File: src/rtl/fe_pkg.sv
package fe_pkg;
  typedef enum logic {
    OP_READ  = 1'b0,
    OP_CLEAR = 1'b1
  } fe_op_e;
endpackage

File: src/rtl/fe_store.sv
module fe_store #(
  parameter int DW = 16,
  parameter int AW = 4
) (
  input  logic          clk,
  input  logic          rst_n,
  input  logic          wr_en,
  input  logic [AW-1:0] wr_addr,
  input  logic [DW-1:0] wr_data,
  input  logic          clr_en,
  input  logic [AW-1:0] clr_addr,
  input  logic [AW-1:0] rd_addr,
  output logic [DW-1:0] rd_data,
  output logic          rd_full
);
  localparam int DEPTH = 1 << AW;

  logic [DW-1:0]    word_q [DEPTH];
  logic [DEPTH-1:0] full_q;

  always_ff @(posedge clk) begin
    if (wr_en) word_q[wr_addr] <= wr_data;
  end

  // one presence flag per word; a write beats a clear to the same word
  for (genvar i = 0; i < DEPTH; i++) begin : g_flag
    logic set_w, clr_w;
    assign set_w = wr_en  && (wr_addr  == AW'(i));
    assign clr_w = clr_en && (clr_addr == AW'(i));
    always_ff @(posedge clk) begin
      if (!rst_n)     full_q[i] <= 1'b0;
      else if (set_w) full_q[i] <= 1'b1;
      else if (clr_w) full_q[i] <= 1'b0;
    end
  end

  assign rd_data = word_q[rd_addr];
  assign rd_full = full_q[rd_addr];
endmodule

File: src/rtl/fe_wait.sv
module fe_wait #(
  parameter int AW = 4
) (
  input  logic          clk,
  input  logic          rst_n,
  input  logic          park,
  input  logic [AW-1:0] park_addr,
  input  logic          wr_en,
  input  logic [AW-1:0] wr_addr,
  output logic          pending,
  output logic          release_o
);
  logic          pend_q;
  logic [AW-1:0] addr_q;

  function automatic logic wakes(input logic p, input logic we,
                                 input logic [AW-1:0] a, input logic [AW-1:0] b);
    return p && we && (a == b);
  endfunction

  assign release_o = wakes(pend_q, wr_en, wr_addr, addr_q);
  assign pending   = pend_q;

  always_ff @(posedge clk) begin
    if (!rst_n) begin
      pend_q <= 1'b0;
      addr_q <= '0;
    end else if (release_o) begin
      pend_q <= 1'b0;
    end else if (park) begin
      pend_q <= 1'b1;
      addr_q <= park_addr;
    end
  end
endmodule

File: src/rtl/fe_resp.sv
module fe_resp #(
  parameter int DW = 16
) (
  input  logic          clk,
  input  logic          rst_n,
  input  logic          hit,
  input  logic [DW-1:0] hit_data,
  input  logic          wake,
  input  logic [DW-1:0] wake_data,
  output logic          rsp_valid,
  output logic [DW-1:0] rsp_data
);
  always_ff @(posedge clk) begin
    if (!rst_n) begin
      rsp_valid <= 1'b0;
      rsp_data  <= '0;
    end else begin
      rsp_valid <= hit || wake;
      if (wake)     rsp_data <= wake_data;
      else if (hit) rsp_data <= hit_data;
    end
  end
endmodule

File: src/rtl/fe_mem.sv
module fe_mem #(
  parameter int DW = 16,
  parameter int AW = 4
) (
  input  logic          clk,
  input  logic          rst_n,
  input  logic          req_valid,
  output logic          req_ready,
  input  logic          req_op,
  input  logic [AW-1:0] req_addr,
  output logic          rsp_valid,
  output logic [DW-1:0] rsp_data,
  input  logic          wr_en,
  input  logic [AW-1:0] wr_addr,
  input  logic [DW-1:0] wr_data
);
  import fe_pkg::*;

  logic          accept_w, rd_acc_w, clr_acc_w, bypass_w;
  logic          hit_w, park_w, release_w, pending_w, word_full_w;
  logic [DW-1:0] word_data_w, hit_data_w;
  fe_op_e        op_w;

  function automatic logic [DW-1:0] pick(input logic fwd, input logic [DW-1:0] fresh,
                                         input logic [DW-1:0] stored);
    return fwd ? fresh : stored;
  endfunction

  assign op_w      = fe_op_e'(req_op);
  assign req_ready = !pending_w;
  assign accept_w  = req_valid && req_ready;
  assign rd_acc_w  = accept_w && (op_w == OP_READ);
  assign clr_acc_w = accept_w && (op_w == OP_CLEAR);
  assign bypass_w  = wr_en && (wr_addr == req_addr);
  assign hit_w     = rd_acc_w && (word_full_w || bypass_w);
  assign park_w    = rd_acc_w && !(word_full_w || bypass_w);
  assign hit_data_w = pick(bypass_w, wr_data, word_data_w);

  fe_store #(.DW(DW), .AW(AW)) u_store (
    .clk      (clk),
    .rst_n    (rst_n),
    .wr_en    (wr_en),
    .wr_addr  (wr_addr),
    .wr_data  (wr_data),
    .clr_en   (clr_acc_w),
    .clr_addr (req_addr),
    .rd_addr  (req_addr),
    .rd_data  (word_data_w),
    .rd_full  (word_full_w)
  );

  fe_wait #(.AW(AW)) u_wait (
    .clk       (clk),
    .rst_n     (rst_n),
    .park      (park_w),
    .park_addr (req_addr),
    .wr_en     (wr_en),
    .wr_addr   (wr_addr),
    .pending   (pending_w),
    .release_o (release_w)
  );

  fe_resp #(.DW(DW)) u_resp (
    .clk       (clk),
    .rst_n     (rst_n),
    .hit       (hit_w),
    .hit_data  (hit_data_w),
    .wake      (release_w),
    .wake_data (wr_data),
    .rsp_valid (rsp_valid),
    .rsp_data  (rsp_data)
  );
endmodule

File: config.mk
export PLATFORM = sky130hd
export DESIGN_NAME = fe_mem
export DESIGN_NICKNAME = d
export VERILOG_FILES = /design/src/rtl/fe_pkg.sv /design/src/rtl/fe_store.sv /design/src/rtl/fe_wait.sv /design/src/rtl/fe_resp.sv /design/src/rtl/fe_mem.sv
export SDC_FILE = /design/constraint.sdc
export NUM_CORES = 1
export LEC_CHECK = 0
export ABC_AREA = 1
export BUFFER_PORTS_ARGS = -buffer_cell sky130_fd_sc_hd__clkbuf_2
export CORE_MARGIN = 10
export CORE_UTILIZATION = 25
export DETAILED_ROUTE_END_ITERATION = 8
export PLACE_DENSITY_LB_ADDON = 0.12
export SLEW_MARGIN = 20
export SYNTH_ARGS = -nofsm -noshare
export SYNTH_HDL_FRONTEND = slang
export SYNTH_SLANG_ARGS = --single-unit
File: constraint.sdc
create_clock -name clk -period 1.89 [get_ports clk]
set_input_delay 0.189 -clock clk [delete_from_list [all_inputs] [get_ports clk]]
set_output_delay 0.189 -clock clk [all_outputs]
set_load 0.05 [all_outputs]
==> impl_metrics.tcl <==
set metrics [dict create \
    r2r_end "u_resp.rsp_data[5]$_SDFFE_PN0P_" \
    crit_end "u_resp.rsp_data[5]$_SDFFE_PN0P_" \
    cts_tree "yes" \
    netlist_area_um2 12100 \
    nNetsFinal 1349 \
    r2r-start "u_wait.pending$_SDFFE_PP0P_" \
    drv_slew 0 \
    track_usage_pct 14.3 \
    ys_ff_latch 294 \
    worstMarginPinSlew_ns 0.491 \
    vdd_ir_drop_max_mv 0.417 \
    yosys_warnings 0 \
    cts.sinks 294 \
    max_freq_mhz 605 \
    cp-startpoint "u_wait.pending$_SDFFE_PP0P_" \
    hold_class "input pin to flop" \
    min_period_over_period_pct 87.4 \
    critPathKind "flop to flop" \
    place_congestion 0.779 \
    cts_buffers 35 \
    clk-insertion-delay-late_ns 0.55 \
    arrival_ns 2.08 \
    overflow 0 \
    htree_num_levels 2 \
    slowest_stage "nor3_1" \
    critPathTopFamily "simple AND/OR/NAND/NOR gates" \
    r2r_slack_ns 0.24 \
    syn_inst 1180 \
    ys_async_sr_fraction_pct 0 \
    post_cts_buffers 0 \
    vias 8640 \
    p_sw_w 0.00342 \
    leakagePower_nw 5.92 \
    tns_ns 0 \
    dr.pass1.iters 4 \
    path_max_fanout 5 \
    die_y_um 240 \
    design.core.area_um2 47800 \
    yosys.area.top_type "edfxtp_1" \
    min-delay-start "req_addr[2]" \
    critPathBufInv 3 \
    yosysSeqAreaShare_pct 69.8 \
    finalClockSkew_ns 0.0280 \
    syn_to_final_growth_pct 23.4 \
    io_buffers 46 \
    clockBufferDepth 3 \
    start_kind "flop" \
    ant_nets 0 \
    yosysMostFrequentCell "nand2_1" \
    timing.hold.ws_ns 0.0578 \
    synthTopCellsByCount "550 x nand2_1, 256 x edfxtp_1, 74 x nor2_1, 52 x nand3_1, 48 x a21oi_1" \
    diodes 0 \
    fp-row-count 80 \
    fp.dieArea_um2 57600 \
    synth_ff_type "edfxtp_1" \
    p_comb_share_pct 7.7 \
    slowest_delay_ns 0.34 \
    routedWlPerCell_um 20.8 \
    intPower_w 0.0109 \
    power_frac_seq_pct 50.4 \
    synth_top_area_share_pct 63.5 \
    clkPwrFrac_pct 41.9 \
    drtIter0Drc 657 \
    antenna_found_initial 0 \
    die_x_um 240 \
    post-dp-hpwl_um 26500 \
    initial_core_util_pct 25.3 \
    grt_start_max_net_pins 31 \
    path_cells "nor3_1 -> inv_1 -> o21bai_2 -> nand2_1 -> buf_4 -> nand2_1 -> inv_1 -> nor2_1" \
    cp.required_ns 2.31 \
    powerDensity_nw_per_um2 961 \
    endpoint_kind "flop" \
    clock-root-buffer "clkbuf_16" \
    status "completed" \
    fin_crit_ns 1.65 \
    holdPathStages 3 \
    hold_violations 0 \
    path_depth 8 \
    setup_viol_count_final 0 \
    synth_nets 1209 \
    ff2ff_path_depth 8 \
    grt_pass1_wl_um 59500 \
    vias_per_cell 4.41 \
    synth.distinct_cells 23 \
    drc_errors 0 \
    first_global_vias 8541 \
    path_clk_slew_ns 0.06 \
    cap_violations 0 \
    synthTopCellsByArea "edfxtp_1 63%, nand2_1 17%, dfxtp_1 6.3%, nor2_1 2.3%, nand3_1 2.1%" \
    avgSynthCellArea_um2 10.3 \
    max-slew-margin-rel_pct 67.3 \
    io_pins 47 \
    rsz0062_at_grt "no" \
    synth-edff-count 256 \
    final_layout_size_suffix_gt1_share_pct 17.0 \
    p_sw_share_pct 23.9 \
    routed_wl_um 40800 \
]
## worst min-delay path by stage
stage	slack, ns	to
after floorplan	0.29	u_store.word_q[0][0]$_DFFE_PP_
after global placement	0.47	u_store.full_q[5]$_SDFFE_PN0P_
after detailed placement	0.48	u_store.full_q[1]$_SDFFE_PN0P_
after CTS	0.03	u_wait.addr_q[2]$_SDFFE_PN0P_
after global routing	0.07	u_wait.addr_q[2]$_SDFFE_PN0P_
final	0.06	u_wait.addr_q[2]$_SDFFE_PN0P_
## area by class of cell
| type | count | area [µm²] |
|---|---|---|
| Timing Repair Buffer | 162 | 1310 |
| Tap cell | 615 | 769 |
| Inverter | 32 | 120 |
| Multi-Input combinational cell | 795 | 3310 |
| Fill cell | 4951 | 32900 |
| Sequential cell | 294 | 8450 |
| Clock inverter | 15 | 66.3 |
| Clock buffer | 45 | 913 |
## metrics by stage
step	setup slack, ns	cells	util [%]	area [µm²]	power, W
3_5_place_dp	-0.00206	1896	29.1	13900	0.00849
2_1_floorplan	0.168	1180	-	12100	0.00788
4_1_cts	0.245	1958	31.2	14900	0.0146
6_report	0.238	1958	31.2	14900	0.0144
5_1_grt	0.122	1958	31.2	14900	0.0149
3_3_place_gp	0.0343	1896	29.1	13900	0.00849
## repair_timing
| item | in CTS | in global routing |
|---|---|---|
| hold buffers | 2 | 0 |
| resized for setup | 0 | 0 |
| endpoints found under the hold margin | 6 | 0 |
## power groups by stage
stage	Combinational, W	Sequential, W	Clock, W
finish	0.00110	0.00723	0.00602
global route	0.00122	0.00724	0.00647
CTS	0.00113	0.00723	0.00622
detailed placement	0.00112	0.00736	0
global placement	0.00113	0.00737	0
floorplan	0.000504	0.00738	0
## metal layers
| layer | GRT usage [%] | part of all wire, % | up-vias |
|---|---|---|---|
| met4 | 3.95 | 2.2 | 0 |
| li1 | - | - | 4228 |
| met3 | 2.54 | 3.6 | 53 |
| met1 | 19.9 | 49 | 4211 |
| met2 | 22.3 | 45 | 148 |
| met5 | 0 | 0 | - |
## cell usage in the layout (no fill, tap or decap), drive strengths merged
master,synthesis,layout
nand2,552,552
edfxtp,256,256
buf,40,115
clkbuf,19,90
nor2,75,75
nand3,52,52
a21oi,48,48
dfxtp,38,38
inv,32,33
nand4,30,30
o21ai,30,30
clkinv,0,13
nor3,4,4
dlygate4sd3,0,2
xnor2,1,1
o21bai,1,1
or2,1,1
and3,1,1
clkinvlp,0,1
## sequential cells by signal, summed over array words and instances (netlist names)
signal / cells
u_store.full_q: 16
u_wait.pending: 1
u_resp.rsp_valid: 1
u_wait.addr_q: 4
u_resp.rsp_data: 16
u_store.word_q: 256
## worst register-to-register path: stages (launching register included)
cell      delay (ns)
dfxtp_1         0.33
nor3_1          0.34
inv_1           0.13
o21bai_2        0.24
nand2_1         0.18
buf_4           0.17
nand2_1         0.05
inv_1           0.05
nor2_1          0.04
## kinds of logic (layout without fill, tap and decap cells)
logic type | count (synthesis) | count (layout) | synth area share, %
buffers and inverters | 91 | 254 | 3.37
AOI/OAI and AO/OA | 79 | 79 | 3.32
and+or+nand+nor | 715 | 715 | 23.5
DFF | 294 | 294 | 69.8
xor gates and xnor gates | 1 | 1 | 0.0723
No activity file was read; power rests on OpenSTA's default activity.
